$ cat src/rtl/lfc_pkg.sv
package lfc_pkg;
  localparam int NUM_VC    = 8;
  localparam int FLIT_W    = 35;
  localparam int BUF_DEPTH = 17;
  localparam int VC_W      = $clog2(NUM_VC);
  localparam int CNT_W     = $clog2(BUF_DEPTH + 1);
  localparam int LINK_W    = FLIT_W + 2 * VC_W + 2;
  localparam int BURST_BIT = FLIT_W - 4;

  localparam logic [2:0] TYPE_CMD    = 3'b001;
  localparam logic [2:0] TYPE_SINGLE = 3'b010;
  localparam logic [2:0] TYPE_BURST  = 3'b011;

  typedef struct packed {
    logic            dValid;
    logic [VC_W-1:0] dVc;
    logic            cValid;
    logic [VC_W-1:0] cVc;
    logic [FLIT_W-1:0] flit;
  } link_t;

  typedef struct packed {
    logic            sendValid;
    logic [VC_W-1:0] sendVc;
    logic            retValid;
    logic [VC_W-1:0] retVc;
  } strobe_t;
endpackage

$ cat src/rtl/lfc_rr_arb.sv
module lfc_rr_arb #(
  parameter int N = 8
) (
  input  logic                 clk,
  input  logic                 rst,
  input  logic [N-1:0]         req,
  output logic [N-1:0]         grant,
  output logic                 anyGrant,
  output logic [$clog2(N)-1:0] grantIdx
);
  localparam int IDX_W = $clog2(N);

  logic [IDX_W-1:0] last;

  always_comb begin
    anyGrant = 1'b0;
    grantIdx = '0;
    for (int k = 1; k <= N; k++) begin
      if (!anyGrant && req[(int'(last) + k) % N]) begin
        anyGrant = 1'b1;
        grantIdx = IDX_W'((int'(last) + k) % N);
      end
    end
    grant = anyGrant ? (N'(1) << grantIdx) : '0;
  end

  always_ff @(posedge clk) begin
    if (rst) last <= IDX_W'(N - 1);
    else if (anyGrant) last <= grantIdx;
  end
endmodule

$ cat src/rtl/lfc_ctrl.sv
module lfc_ctrl
  import lfc_pkg::*;
#(
  parameter int NumVc    = NUM_VC,
  parameter int FlitW    = FLIT_W,
  parameter int BufDepth = BUF_DEPTH
) (
  input  logic                   clk,
  input  logic                   rst,
  input  logic [NumVc-1:0]       txValid,
  input  logic [NumVc*FlitW-1:0] txFlit,
  input  logic                   crInValid,
  input  logic [VC_W-1:0]        crInVc,
  input  logic [NumVc-1:0]       popAcc,
  output logic [NumVc-1:0]       txReady,
  output strobe_t                strobe
);
  localparam int CntW = $clog2(BufDepth + 1);
  localparam int IdxW = $clog2(NumVc);
  localparam logic [CntW-1:0] LEN_ONE   = CntW'(1);
  localparam logic [CntW-1:0] LEN_SHORT = CntW'(2);
  localparam logic [CntW-1:0] LEN_LONG  = CntW'(BufDepth);

  logic [NumVc-1:0] eligible, owedAny, txGrant, crGrant;
  logic             txAny, crAny;
  logic [IdxW-1:0]  txIdx, crIdx;

  for (genvar v = 0; v < NumVc; v++) begin : g_vc
    logic [CntW-1:0]  credit, remain, owed, headLen;
    logic [FlitW-1:0] front;
    logic             gotCredit;

    assign front     = txFlit[v*FlitW +: FlitW];
    assign headLen   = (front[FlitW-1 -: 3] != TYPE_CMD) ? LEN_ONE :
                       (front[FlitW-4] ? LEN_LONG : LEN_SHORT);
    assign gotCredit = crInValid && (crInVc == VC_W'(v));
    assign eligible[v] = txValid[v] && ((remain != '0) || (credit >= headLen));
    assign owedAny[v]  = (owed != '0);

    always_ff @(posedge clk) begin
      if (rst) begin
        credit <= LEN_LONG;
        remain <= '0;
        owed   <= '0;
      end else begin
        credit <= credit - CntW'(txGrant[v]) + CntW'(gotCredit);
        owed   <= owed + CntW'(popAcc[v]) - CntW'(crGrant[v]);
        if (txGrant[v]) remain <= (remain == '0) ? headLen - LEN_ONE : remain - LEN_ONE;
      end
    end
  end

  lfc_rr_arb #(.N(NumVc)) u_txArb (
    .clk(clk), .rst(rst), .req(eligible),
    .grant(txGrant), .anyGrant(txAny), .grantIdx(txIdx)
  );

  lfc_rr_arb #(.N(NumVc)) u_crArb (
    .clk(clk), .rst(rst), .req(owedAny),
    .grant(crGrant), .anyGrant(crAny), .grantIdx(crIdx)
  );

  assign txReady = txGrant;

  always_comb begin
    strobe.sendValid = txAny;
    strobe.sendVc    = VC_W'(txIdx);
    strobe.retValid  = crAny;
    strobe.retVc     = VC_W'(crIdx);
  end
endmodule

$ cat src/rtl/lfc_dp.sv
module lfc_dp
  import lfc_pkg::*;
#(
  parameter int NumVc    = NUM_VC,
  parameter int FlitW    = FLIT_W,
  parameter int BufDepth = BUF_DEPTH
) (
  input  logic                   clk,
  input  logic                   rst,
  input  strobe_t                strobe,
  input  logic [NumVc*FlitW-1:0] txFlit,
  input  logic [LINK_W-1:0]      linkRx,
  input  logic [NumVc-1:0]       rxPop,
  output logic [LINK_W-1:0]      linkTx,
  output logic [NumVc-1:0]       rxValid,
  output logic [NumVc*FlitW-1:0] rxFlit,
  output logic [NumVc-1:0]       bufFull,
  output logic [NumVc-1:0]       popAcc,
  output logic                   crInValid,
  output logic [VC_W-1:0]        crInVc
);
  localparam int CntW = $clog2(BufDepth + 1);
  localparam int PtrW = $clog2(BufDepth);

  link_t txWord, rxWord;

  assign rxWord    = link_t'(linkRx);
  assign linkTx    = txWord;
  assign crInValid = rxWord.cValid;
  assign crInVc    = rxWord.cVc;

  always_ff @(posedge clk) begin
    if (rst) begin
      txWord <= '0;
    end else begin
      txWord.dValid <= strobe.sendValid;
      txWord.dVc    <= strobe.sendVc;
      txWord.cValid <= strobe.retValid;
      txWord.cVc    <= strobe.retValid ? strobe.retVc : '0;
      txWord.flit   <= strobe.sendValid ? txFlit[int'(strobe.sendVc)*FlitW +: FlitW] : '0;
    end
  end

  for (genvar v = 0; v < NumVc; v++) begin : g_buf
    logic [FlitW-1:0] mem [BufDepth];
    logic [PtrW-1:0]  wrPtr, rdPtr;
    logic [CntW-1:0]  fill;
    logic             doPush, doPop;

    assign bufFull[v] = (fill == CntW'(BufDepth));
    assign doPush     = rxWord.dValid && (rxWord.dVc == VC_W'(v)) && !bufFull[v];
    assign doPop      = rxPop[v] && (fill != '0);
    assign popAcc[v]  = doPop;
    assign rxValid[v] = (fill != '0);
    assign rxFlit[v*FlitW +: FlitW] = mem[rdPtr];

    always_ff @(posedge clk) begin
      if (doPush) mem[wrPtr] <= rxWord.flit;
    end

    always_ff @(posedge clk) begin
      if (rst) begin
        wrPtr <= '0;
        rdPtr <= '0;
        fill  <= '0;
      end else begin
        if (doPush) wrPtr <= (wrPtr == PtrW'(BufDepth - 1)) ? '0 : wrPtr + PtrW'(1);
        if (doPop)  rdPtr <= (rdPtr == PtrW'(BufDepth - 1)) ? '0 : rdPtr + PtrW'(1);
        fill <= fill + CntW'(doPush) - CntW'(doPop);
      end
    end
  end
endmodule

$ cat src/rtl/lfc_link.sv
module lfc_link
  import lfc_pkg::*;
#(
  parameter int NumVc    = NUM_VC,
  parameter int FlitW    = FLIT_W,
  parameter int BufDepth = BUF_DEPTH
) (
  input  logic                   clk,
  input  logic                   rst,
  input  logic [NumVc-1:0]       txValid,
  input  logic [NumVc*FlitW-1:0] txFlit,
  output logic [NumVc-1:0]       txReady,
  output logic [LINK_W-1:0]      linkTx,
  input  logic [LINK_W-1:0]      linkRx,
  output logic [NumVc-1:0]       rxValid,
  output logic [NumVc*FlitW-1:0] rxFlit,
  input  logic [NumVc-1:0]       rxPop
);
  strobe_t          strobe;
  logic [NumVc-1:0] bufFull, popAcc;
  logic             crInValid;
  logic [VC_W-1:0]  crInVc;

  lfc_ctrl #(.NumVc(NumVc), .FlitW(FlitW), .BufDepth(BufDepth)) u_ctrl (
    .clk(clk), .rst(rst), .txValid(txValid), .txFlit(txFlit),
    .crInValid(crInValid), .crInVc(crInVc), .popAcc(popAcc),
    .txReady(txReady), .strobe(strobe)
  );

  lfc_dp #(.NumVc(NumVc), .FlitW(FlitW), .BufDepth(BufDepth)) u_dp (
    .clk(clk), .rst(rst), .strobe(strobe), .txFlit(txFlit),
    .linkRx(linkRx), .rxPop(rxPop), .linkTx(linkTx),
    .rxValid(rxValid), .rxFlit(rxFlit), .bufFull(bufFull),
    .popAcc(popAcc), .crInValid(crInValid), .crInVc(crInVc)
  );
endmodule

$ cat config.mk
export PLATFORM = sky130hd
export DESIGN_NAME = lfc_link
export DESIGN_NICKNAME = d
export VERILOG_FILES = /design/src/rtl/lfc_pkg.sv /design/src/rtl/lfc_rr_arb.sv /design/src/rtl/lfc_ctrl.sv /design/src/rtl/lfc_dp.sv /design/src/rtl/lfc_link.sv
export SDC_FILE = /design/constraint.sdc
export NUM_CORES = 2
export LEC_CHECK = 0
export ABC_AREA = 0
export CORE_ASPECT_RATIO = 0.75
export CORE_UTILIZATION = 49
export DETAILED_ROUTE_END_ITERATION = 8
export DONT_BUFFER_PORTS = 1
export PLACE_DENSITY = 0.74
export SKIP_LAST_GASP = 1
export SLEW_MARGIN = 20
export SYNTH_ARGS = -nofsm -noshare
export SYNTH_HDL_FRONTEND = slang
export SYNTH_HIERARCHICAL = 1
export SYNTH_MEMORY_MAX_BITS = 65536
export SYNTH_SLANG_ARGS = --single-unit
$ cat constraint.sdc
create_clock -name clk -period 13.2 [get_ports clk]
set_clock_uncertainty 0.15 [all_clocks]
set_input_delay 1.98 -clock clk [delete_from_list [all_inputs] [get_ports clk]]
set_output_delay 1.98 -clock clk [all_outputs]
set_load 0.1 [all_outputs]
## Yosys cells after proc, flatten, opt, wreduce, memory -nomap -nowiden

Memory sizes are Yosys's and may differ from the RTL's. A register that Yosys moved wholly into a read port is not among the register bits.
Cells that the tools add are included.

| word-level totals | value |
|---|---|
| register bits after elaboration | 289 |
| bits in writable memories | 4,760 |
| output and inout bits | 339 |
| memories kept | 8 |

Memory list:

| name | words | bits a word | read ports | clocked after memory_dff | wr ports | RTL line | RTL |
|---|---|---|---|---|---|---|---|
| u_dp.g_buf[0].mem | 17 | 35 | 1 | 1 | 1 | lfc_dp.sv:45 | `logic [FlitW-1:0] mem [BufDepth];` |
| u_dp.g_buf[1].mem | 17 | 35 | 1 | 1 | 1 | lfc_dp.sv:45 |  |
| u_dp.g_buf[2].mem | 17 | 35 | 1 | 1 | 1 | lfc_dp.sv:45 |  |
| u_dp.g_buf[3].mem | 17 | 35 | 1 | 1 | 1 | lfc_dp.sv:45 |  |
| u_dp.g_buf[4].mem | 17 | 35 | 1 | 1 | 1 | lfc_dp.sv:45 |  |
| u_dp.g_buf[5].mem | 17 | 35 | 1 | 1 | 1 | lfc_dp.sv:45 |  |
| +2 memories | -- | -- | -- | -- | -- | -- |  |

| cells by class | value |
|---|---|
| add/sub/neg operators | 96 |
| multipliers | 1 |
| magnitude comparators | 24 |
| equal/unequal tests | 46 |
| shifts and indexed selects | 3 |
| muxes and demuxes | 154 |
| bitwise gates (word level) | 18 |
| reduce and logical (&&, ||, !) cells | 136 |

Operator list:

| operator | count |
|---|---|
| $mux W5 | 56 |
| $shiftx A280 B32 Y35 | 1 |
| $add A5 B1 Y5 | 24 |
| $eq A5 B5 Y1 const B | 24 |
| $reduce_bool A5 Y1 | 24 |
| $sub A5 B1 Y5 | 24 |
| $add A5 B1 Y5 const B | 16 |
| $lt A4 B5 Y1 const B | 16 |
| $sub A5 B1 Y5 const B | 16 |
| $mux W1 | 64 |
| $logic_and A1 B1 Y1 | 54 |
| $bmux W1 S3 | 16 |
| $mux W3 | 16 |
| $reduce_or A3 Y1 | 16 |
| $ge A5 B5 Y1 | 8 |
| $logic_not A5 Y1 | 8 |
| $add A3 B3 Y3 const B | 8 |
| $eq A3 B3 Y1 const B | 8 |
| $ne A3 B1 Y1 const B | 8 |
| $logic_not A1 Y1 | 22 |
| $and A1 B1 Y1 const A | 16 |
| $mux W8 | 2 |
| $shl A1 B3 Y8 const A | 2 |
| $add A3 B1 Y3 const B | 4 |
| other kinds (8) | 25 |

## Depth between registers and ports, before layout

| depth | value |
|---|---|
| word-level depth | 34 |
| depth in mapped cells | 23 |
| depth with buffers taken out | 23 |

## By module

The synthesis kept the hierarchy.

Modules (own cells, without submodules):

| module | times used | cells an instance | area an instance (µm²) | seq. area each (µm²) |
|---|---|---|---|---|
| lfc_dp | 1 | 8,764 | 191,508.7 | 147,001.0 |
| lfc_ctrl | 1 | 862 | 7,803.7 | 2,402.3 |
| lfc_rr_arb | 2 | 136 | 1,188.6 | 60.1 |

## Worst setup path after synthesis

No wires, ideal clock.

| path | value |
|---|---|
| kind | in2out |
| start | input port txFlit[208] |
| end | output port txReady[1] |
| arrival | 8,492 ps |
| required time | 11,070 ps |
| setup slack | 2,578 ps |
| stages on the path | 12 |
| cells stage by stage | or4b_4 > ha_1 > a21boi_1 > o41a_1 > o31a_1 > mux4_2 > mux2i_2 > and4_1 > nand3_1 > o22a_1 > buf_2 > nor4_1 |

RTL lines:

| item | RTL line | RTL |
|---|---|---|
| from (decl) | lfc_link.sv:11 | `input logic [NumVc*FlitW-1:0] txFlit,` |
| to (decl) | lfc_link.sv:12 | `output logic [NumVc-1:0] txReady,` |

==> impl_metrics.py <==
metrics = {
    "pwr": {
        "power_mw": 44.5,
        "power.density_nw_per_um2": 199,
        "p_int_mw": 29.3,
        "pwr-share-seq": 0.419,
        "ir_drop_v": 0.000383,
        "clkPwrFrac": 0.295,
        "leakagePower_nw": 69.0,
        "sw_frac_of_total": 0.340,
        "combPwrFrac": 0.286,
        "p_switching_mw": 15.1,
    },
    "sta": {
        "worst_slew_pin_slew_ns": 1.48,
        "post-route-period-util": 0.771,
        "slew_violations": 0,
        "hold_ws_ns": 0.369,
        "final.setup.tns_ns": 0,
        "max_freq_ghz": 0.0982,
        "final-setup-viol-count": 0,
        "relSlewSlack": 0.0132,
        "fin_crit_ns": 10.18,
        "grt_setup_unrepaired": "false",
        "hold_viol": 0,
    },
    "floorplan": {
        "core_sq_um": 409000,
        "fp.dieW_microns": 743,
        "rows": 203,
        "die_y_microns": 558,
        "die-area_sq_um": 414000,
        "start_util": 0.493,
        "ios": 680,
    },
    "clocking": {
        "hold_buffers": 0,
        "cts_made_buffers": 457,
        "post_cts_buffers": 0,
        "clk_pin_slew_ns": 0.06,
        "clk_latency_ns": 1.01,
        "clockBufferDepth": 4,
        "cts_tree": "built",
        "cts_resized": 0,
        "cts_sinks": 5089,
        "cts-root-buf": "clkbuf_16",
        "cts_htree_levels": 5,
    },
    "global_routing": {
        "grt_max_degree": 222,
        "track_usage": 0.238,
        "antenna_found_initial": 102,
        "grt-ovfl-total": 0,
        "grt_pass1_vias": 99500,
        "grt_first_pass_wirelength_microns": 716000,
    },
    "drt": {
        "drcViolationCount": 0,
        "wl_microns": 505000,
        "drt_first_pass_iters": 6,
        "initialDrtViolationCount": 12000,
        "routedWlPerCell_microns": 31.7,
        "via_per_inst": 6.26,
        "vias": 99600,
        "ant_nets": 0,
    },
    "placement": {
        "place_hpwl_microns": 283000,
        "portBuffers": 0,
        "place.gp.congestion": 0.930,
    },
    "critical_path": {
        "cp.required_ns": 11.07,
        "ff2ff_setup_slack_ns": 5.92,
        "cp.arrival_ns": 8.05,
        "start_kind": "input pin",
        "path_class": "input pin to primary output",
        "crit_path_end_kind": "primary output",
        "path_max_fanout": 45,
    },
    "logic_synthesis": {
        "syn-cell-area_sq_um": 202000,
        "syn_nets": 10500,
        "syn_avg_cell_area_sq_um": 20.4,
        "yosysWarnings": 6,
        "syn_inst": 9892,
    },
    "finish": {
        "final_cell_mix": "4760 x edfxtp_1, 1206 x mux4_2, 463 x clkbuf_16",
        "fin_nets": 10600,
        "layout-drive-gt1-share": 0.231,
        "utilization": 0.547,
        "final_common_cell": "edfxtp_1",
        "area_growth_pct": 10.8,
    },
    "status": {
        "status": "finished, final reports clean",
    },
    "run": {
        "drv_cap": 0,
    },
    "hold_path": {
        "hold_path_class": "flop to flop",
    },
}
-- sequential cells by signal, summed over array words and instances, names as in the netlist, 40 cells and up, named ones only --
name and cells:
u_dp/g_buf.mem 4760, u_dp/linkTx 43, u_ctrl/g_vc.credit 40, u_ctrl/g_vc.owed 40, u_ctrl/g_vc.remain 40, u_dp/g_buf.fill 40, u_dp/g_buf.rdPtr 40, u_dp/g_buf.wrPtr 40
-- critical path, cell delays in order --
cell      delay (ns)
or4b_4          0.57
ha_1            0.29
nand2_1         0.06
a21boi_0        0.08
o41ai_1         0.25
a21boi_0        0.46
mux4_2          0.69
mux2i_2         0.37
and2_1          0.22
nand2_1         0.10
o31ai_1         0.39
nand3_2         0.32
inv_4           0.73
buf_4           0.63
and3_1          0.47
buf_4           0.38
-- path summary, 6_finish.rpt --
path,cells after the start,from,to
min reg2reg,2,u_ctrl/g_vc[2].remain[3],u_ctrl/g_vc[2].remain[3]
min,2,u_ctrl/g_vc[2].remain[3],u_ctrl/g_vc[2].remain[3]
max,16,txFlit[278],txReady[7]
max reg2reg,24,u_ctrl/g_vc[7].credit[0],u_ctrl/g_vc[7].credit[4]
-- metal layers --
metal	routed length, microns	global-route usage	share of wire
met4	19000	0.0904	0.038
met2	241000	0.379	0.48
met1	193000	0.320	0.38
met3	51300	0.0610	0.10
met5	296	0	0.00059
-- final cells by class --
class                      count  area (sq um)
timing repair buffer         234          1920
fill                       29800        185000
clock buffer                 554         12100
tap                         5432          6800
sequential                  5089        150000
clock inverter               297          2650
inverter                     241           907
antenna                       78           195
multi-input combinational   3993         49300
-- power by group through the flow --
stage	sequential, mW	clock (mW)	combinational, mW
final	18.6	13.1	12.7
after global routing	18.7	13.9	13.4
after CTS	18.6	13.3	12.7
after detailed placement	19.0	0	12.7
after global placement	19.0	0	12.4
after floorplan	18.8	0	10.1
-- per-stage QoR --
step                cell area (sq um)  cells  worst slack (ns)
CTS                            223000  15800              3.04
global placement               208000  15000              2.91
finish                         223000  15900              3.02
floorplan                      202000   9892              2.58
detailed placement             208000  15000              3.05
global route                   223000  15900              2.68
Note: power is estimated with default switching activity, not from simulation.
